===== config.mk =====
export PLATFORM = sky130hd
export DESIGN_NAME = pwrdn_seq
export DESIGN_NICKNAME = d
export VERILOG_FILES = /design/src/rtl/pwrdn_seq_pkg.sv /design/src/rtl/pd_sync.sv /design/src/rtl/pd_fsm.sv /design/src/rtl/pd_gate_bank.sv /design/src/rtl/pwrdn_seq.sv
export SDC_FILE = /design/constraint.sdc
export NUM_CORES = 1
export LEC_CHECK = 0
export ABC_AREA = 1
export BUFFER_PORTS_ARGS = -buffer_cell sky130_fd_sc_hd__buf_2
export CAP_MARGIN = 20
export CORE_ASPECT_RATIO = 0.75
export CORE_MARGIN = 2
export CORE_UTILIZATION = 40
export DETAILED_ROUTE_END_ITERATION = 10
export PLACE_DENSITY = 0.62
export SLEW_MARGIN = 20
export SYNTH_ARGS = -nofsm -noshare
export SYNTH_HDL_FRONTEND = slang
export SYNTH_SLANG_ARGS = --single-unit

===== constraint.sdc =====
create_clock -name clk -period 5.18 [get_ports clk]
set_clock_uncertainty 0.2 [all_clocks]
set_input_delay 0.518 -clock clk [delete_from_list [all_inputs] [get_ports clk]]
set_output_delay 0.518 -clock clk [all_outputs]
set_load 0.02 [all_outputs]

===== src/rtl/pwrdn_seq_pkg.sv =====
package pwrdn_seq_pkg;
    typedef enum logic [1:0] {
        ST_RUN      = 2'd0,
        ST_STOPPING = 2'd1,
        ST_OFF      = 2'd2,
        ST_WAKE     = 2'd3
    } pd_state_t;
endpackage


===== src/rtl/pd_sync.sv =====
module pd_sync (
    input  logic clk,
    input  logic rst_n,
    input  logic async_in,
    output logic sync_out
);
    logic meta_q;

    always_ff @(posedge clk or negedge rst_n) begin
        if (!rst_n) begin
            meta_q   <= 1'b1;
            sync_out <= 1'b1;
        end else begin
            meta_q   <= async_in;
            sync_out <= meta_q;
        end
    end
endmodule


===== src/rtl/pd_fsm.sv =====
module pd_fsm
    import pwrdn_seq_pkg::*;
#(
    parameter int SW        = 16,
    parameter int STOP_WAIT = 4
) (
    input  logic          clk,
    input  logic          rst_n,
    input  logic          run_req,
    input  logic [SW-1:0] settle_cycles,
    output logic          gates_allowed,
    output logic          vco_en,
    output logic          osc_en
);
    localparam int SWW = $clog2(STOP_WAIT + 1);
    localparam int CW  = (SW > SWW) ? SW : SWW;
    localparam logic [CW-1:0] STOP_LAST = CW'(STOP_WAIT - 1);

    pd_state_t     state_q, state_d;
    logic [CW-1:0] cnt_q, cnt_d;

    // state register
    always_ff @(posedge clk or negedge rst_n) begin
        if (!rst_n) begin
            state_q <= ST_RUN;
            cnt_q   <= '0;
        end else begin
            state_q <= state_d;
            cnt_q   <= cnt_d;
        end
    end

    // next state
    always_comb begin
        state_d = state_q;
        cnt_d   = cnt_q;
        unique case (state_q)
            ST_RUN: begin
                if (!run_req) begin
                    state_d = ST_STOPPING;
                    cnt_d   = '0;
                end
            end
            ST_STOPPING: begin
                if (cnt_q >= STOP_LAST) begin
                    state_d = ST_OFF;
                    cnt_d   = '0;
                end else begin
                    cnt_d = cnt_q + 1'b1;
                end
            end
            ST_OFF: begin
                if (run_req) begin
                    state_d = ST_WAKE;
                    cnt_d   = '0;
                end
            end
            ST_WAKE: begin
                if (!run_req) begin
                    state_d = ST_STOPPING;
                    cnt_d   = '0;
                end else if (cnt_q >= CW'(settle_cycles)) begin
                    state_d = ST_RUN;
                    cnt_d   = '0;
                end else begin
                    cnt_d = cnt_q + 1'b1;
                end
            end
            default: begin
                state_d = ST_STOPPING;
                cnt_d   = '0;
            end
        endcase
    end

    // outputs
    always_comb begin
        gates_allowed = 1'b0;
        vco_en        = 1'b1;
        osc_en        = 1'b1;
        unique case (state_q)
            ST_RUN:      gates_allowed = 1'b1;
            ST_STOPPING: gates_allowed = 1'b0;
            ST_OFF: begin
                vco_en = 1'b0;
                osc_en = 1'b0;
            end
            ST_WAKE:     gates_allowed = 1'b0;
            default:     gates_allowed = 1'b0;
        endcase
    end
endmodule


===== src/rtl/pd_gate_bank.sv =====
module pd_gate_bank #(
    parameter int NOUT = 8
) (
    input  logic            clk,
    input  logic            rst_n,
    input  logic            allow,
    input  logic            tristate,
    input  logic [NOUT-1:0] out_mask,
    output logic [NOUT-1:0] gate_en
);
    for (genvar g = 0; g < NOUT; g++) begin : g_gate
        // falling-edge register: the gate moves while the clock is low
        always_ff @(negedge clk or negedge rst_n) begin
            if (!rst_n) gate_en[g] <= 1'b0;
            else        gate_en[g] <= allow & out_mask[g] & ~tristate;
        end
    end
endmodule


===== src/rtl/pwrdn_seq.sv =====
module pwrdn_seq #(
    parameter int NOUT      = 8,
    parameter int SW        = 16,
    parameter int STOP_WAIT = 4
) (
    input  logic            clk,
    input  logic            rst_n,
    input  logic            pd_n,
    input  logic [NOUT-1:0] out_mask,
    input  logic            tristate,
    input  logic [SW-1:0]   settle_cycles,
    output logic [NOUT-1:0] gate_en,
    output logic            vco_en,
    output logic            osc_en
);
    logic run_req;
    logic gates_allowed;

    pd_sync u_sync (
        .clk      (clk),
        .rst_n    (rst_n),
        .async_in (pd_n),
        .sync_out (run_req)
    );

    pd_fsm #(.SW(SW), .STOP_WAIT(STOP_WAIT)) u_fsm (
        .clk           (clk),
        .rst_n         (rst_n),
        .run_req       (run_req),
        .settle_cycles (settle_cycles),
        .gates_allowed (gates_allowed),
        .vco_en        (vco_en),
        .osc_en        (osc_en)
    );

    pd_gate_bank #(.NOUT(NOUT)) u_gates (
        .clk      (clk),
        .rst_n    (rst_n),
        .allow    (gates_allowed),
        .tristate (tristate),
        .out_mask (out_mask),
        .gate_en  (gate_en)
    );
endmodule


Yosys cells after proc, flatten, opt, wreduce, memory -nomap -nowiden
Cells that the tools add are included.
- register bits: 28
- $add $sub $neg: 1
- order comparisons: 2
- equal/unequal tests: 7
- mux-type cells: 14
- bitwise logic cells: 17
- reduce and logical (&&, ||, !) cells: 3
- operators with widths (operator ; count):
    2-to-1 mux 16 bit ; 5
    case mux 16 bit (4 select lines) ; 1
    adder 16 x 1 -> 16 bit, second input constant ; 1
    AND 1 bit ; 16
    greater-or-equal comparator 16 bit ; 1
    greater-or-equal comparator 16 x 2 -> 1 bit, second input constant ; 1
    2-to-1 mux 2 bit ; 5
    case mux 2 bit (4 select lines) ; 1
    equality test 2 bit, second input constant ; 2
    != test 2 bit, second input constant ; 2
    AND reduction 4 bit ; 1
    != test 3 x 2 -> 1 bit, second input constant ; 1
    equality test 2 x 1 -> 1 bit, second input constant ; 1
    zero test 2 bit ; 1
    2-to-1 mux 1 bit ; 2
    != test 2 x 1 -> 1 bit, second input constant ; 1
    AND reduction 2 bit ; 1
    NOT 1 bit ; 1

Logic depth before layout (Yosys ltp)
- depth in word-level cells: 4
- depth in mapped cells: 15
- depth with buffers taken out: 14

By module
A second synthesis with hierarchy kept.
- cells, all modules: 277
- area total of the unflattened synthesis: 2031.9 um^2
- by module, submodules not included (module ; times used ; cells an instance ; area an instance (um^2) ; sequential area each (um^2)):
    pd_fsm ; 1 ; 249 ; 1710.4 ; 450.4
    pd_gate_bank ; 1 ; 26 ; 269.0 ; 200.2
    pd_sync ; 1 ; 2 ; 52.6 ; 52.6

==> flow_summary.toml <==
[run_status]
status = "complete, no violations"

[cts]
cts_sinks = 28
post-cts-setup-buffers = 0
cts_buffers = 3
cts_tree = "yes"
cts_buffer_depth = 2
holdBufCountCts = 0
clockRootBuffer = "clkbuf_8"
cts.htree.levels = 1
clk_latency_ps = 280
cts_resized = 0
clkSlewWorstSetupHoldPaths_ps = 100

[routing]
drt-total-wl_um = 4190
dr.first_iter.drc_count = 66
ant_nets = 0
drc = 0
wl_per_cell_um = 11.1
routed_via_density = 4.65
dr_total_vias = 1758
detail_route.first_pass.iterations = 4

[power_and_ir_drop]
max-vdd-ir-drop_mv = 0.206
pwr_density_cell_nw_per_um2 = 300
power_mw = 0.701
total_leakage_power_nw = 1.40

[place]
dp.cells = 374
routabilityCongestion = 0.816
dp_hpwl_um = 3140
portBuffers = 37

[finish]
areaGrowthSynthToFinish_pct = 13.2
fin_nets = 369
num_antenna_cells = 0
fillers = 480
seq_area_um2 = 703
final_cell_count_no_fill = 378
drive_gt1_share_pct = 17.6
multi_input_area_um2 = 1120

[sta]
setup_tns_ps = 0
relSlewSlack_pct = 58.0
finalMaxSlewViolations = 0
worst_pin_slew_ps = 631
hold_viol = 0
rsz0062_at_grt = "no"
finalSetupViolCount = 0
hold_ws_ps = 40.8

[worst_setup_path]
path_max_fanout = 1
crit_slowest_cell = "dfrtn_1"
cp.required_ps = 4460
path_buf_inv = 1
cp-start-kind = "flip-flop"
critPathCaptureType = "output port"
ff2ff_setup_slack_ps = 1260
critical_path_arrival_ps = 3450
cpLargestDelayFamily = "flip-flops"
max_stage_delay_ps = 410
path_class = "reg -> out"
path_cells = "buf_2"

[yosys]
ys_warn_count = 0
synthesis.area_um2 = 2060
syn_inst = 283
synth_area_leaders = "dfrtp_1 22%, nand2_1 16%, ha_1 13%"
ys_seq_area_share_pct = 34.1
yosys_most_used_dff = "dfrtp_1"
synth_seq_cells = 28
async_reset_ff_share_pct = 100
synth_top_area_share_pct = 21.9
synth-edff-count = 0
yosys.area.top_type = "dfrtp_1"
synth_cell_type_count = 28
syn_nets = 333
syn-mean-instance-area_um2 = 7.28

[floorplan]
rows = 22
die_x_um = 86.9
pin_count = 38
dieArea_um2 = 5750
die_y_um = 66.2
start_util_pct = 41.8
core-area_um2 = 4930

[global_route]
grt_pass1_vias = 1645
grt_max_degree = 29
antenna_found_initial = 0
grt_pass1_wl_um = 7180
grt_overflow_total = 0
track_usage_pct = 15.8

[hold_path]
timing.hold.worst.class = "in -> async"

[job]
max-cap-violations = 0
[cells in the final DEF, fill, tap and decap left out, types with 3 or more instances in the layout]
cell,n
nor2_2,3
a21oi_1,6
nor3_1,3
nand3_1,24
dfrtn_1,8
dfrtp_1,18
nand2_1,89
ha_1,22
clkbuf_8,3
buf_2,37
xor2_1,8
o21ai_0,3
inv_1,48
nand3_2,4
nand4_1,7
nor2_1,22
[metal layers]
metal / vias up / share of wire, % / GRT usage, % / wire length, um
li1: 946 / - / - / -
met1: 767 / 51 / 21.6 / 2160
met2: 43 / 42 / 25.7 / 1750
met3: 2 / 6.4 / 4.37 / 269
met4: 0 / 0.31 / 1.76 / 13
met5: - / 0 / 0 / 0
[path summary, 6_finish.rpt]
kind	from	cells after the start	endpoint
min reg2reg	u_sync.meta_q	0	u_sync.sync_out
max in group asynchronous	rst_n	1	u_gates.gate_en[6]
max reg2reg	u_fsm.state_q[0]	4	u_gates.gate_en[4]
min in group clk	pd_n	1	u_sync.meta_q
min	rst_n	1	u_fsm.cnt_q[11]
max	u_gates.gate_en[5]	1	gate_en[5]
[flip-flops by register name (all words and copies together) (netlist names)]
name,flops
u_gates.gate_en,8
u_fsm.state_q,2
u_sync.sync_out,1
u_sync.meta_q,1
u_fsm.cnt_q,16
[cells in the mapped netlist, types with 3 or more instances]
master,count
nand2_1,89
inv_1,48
nand3_1,24
ha_1,22
nor2_1,22
dfrtp_1,18
dfrtn_1,8
xor2_1,8
nand4_1,7
a21oi_1,6
nand3_2,4
nor2_2,3
nor3_1,3
o21ai_0,3
[metrics by stage]
step / utilization (%) / setup slack [ps] / area, um^2
global placement: 46.0 / 1290 / 2270
finish: 47.4 / 1010 / 2330
CTS: 47.4 / 1010 / 2330
detailed placement: 46.0 / 1250 / 2270
global route: 47.4 / 987 / 2330
floorplan: - / 1340 / 2060
[kinds of logic after synthesis]
logic type | share of synthesized area (%)
AND/OR/NAND/NOR | 33.9
AO/OA/AOI/OAI | 3.70
flip-flops | 34.1
XOR/XNOR | 3.40
adder cells (fa/ha/maj) | 13.4
buffers and inverters | 11.5
[cell type report]
cell class / instances / area share [%]
Inverter: 49 / 7.88
Clock buffer: 4 / 2.84
Timing Repair Buffer: 37 / 7.94
Multi-Input combinational cell: 200 / 48.0
Sequential cell: 28 / 30.1
Tap cell: 60 / 3.22
[report_power, final]
group,total (mW),switching (mW),internal [mW]
clock,0.158,0.0737,0.0843
sequential,0.262,0.0175,0.244
combinational,0.281,0.197,0.0845
total,0.701,0.288,0.413
No activity file was read; power rests on OpenSTA's default activity.
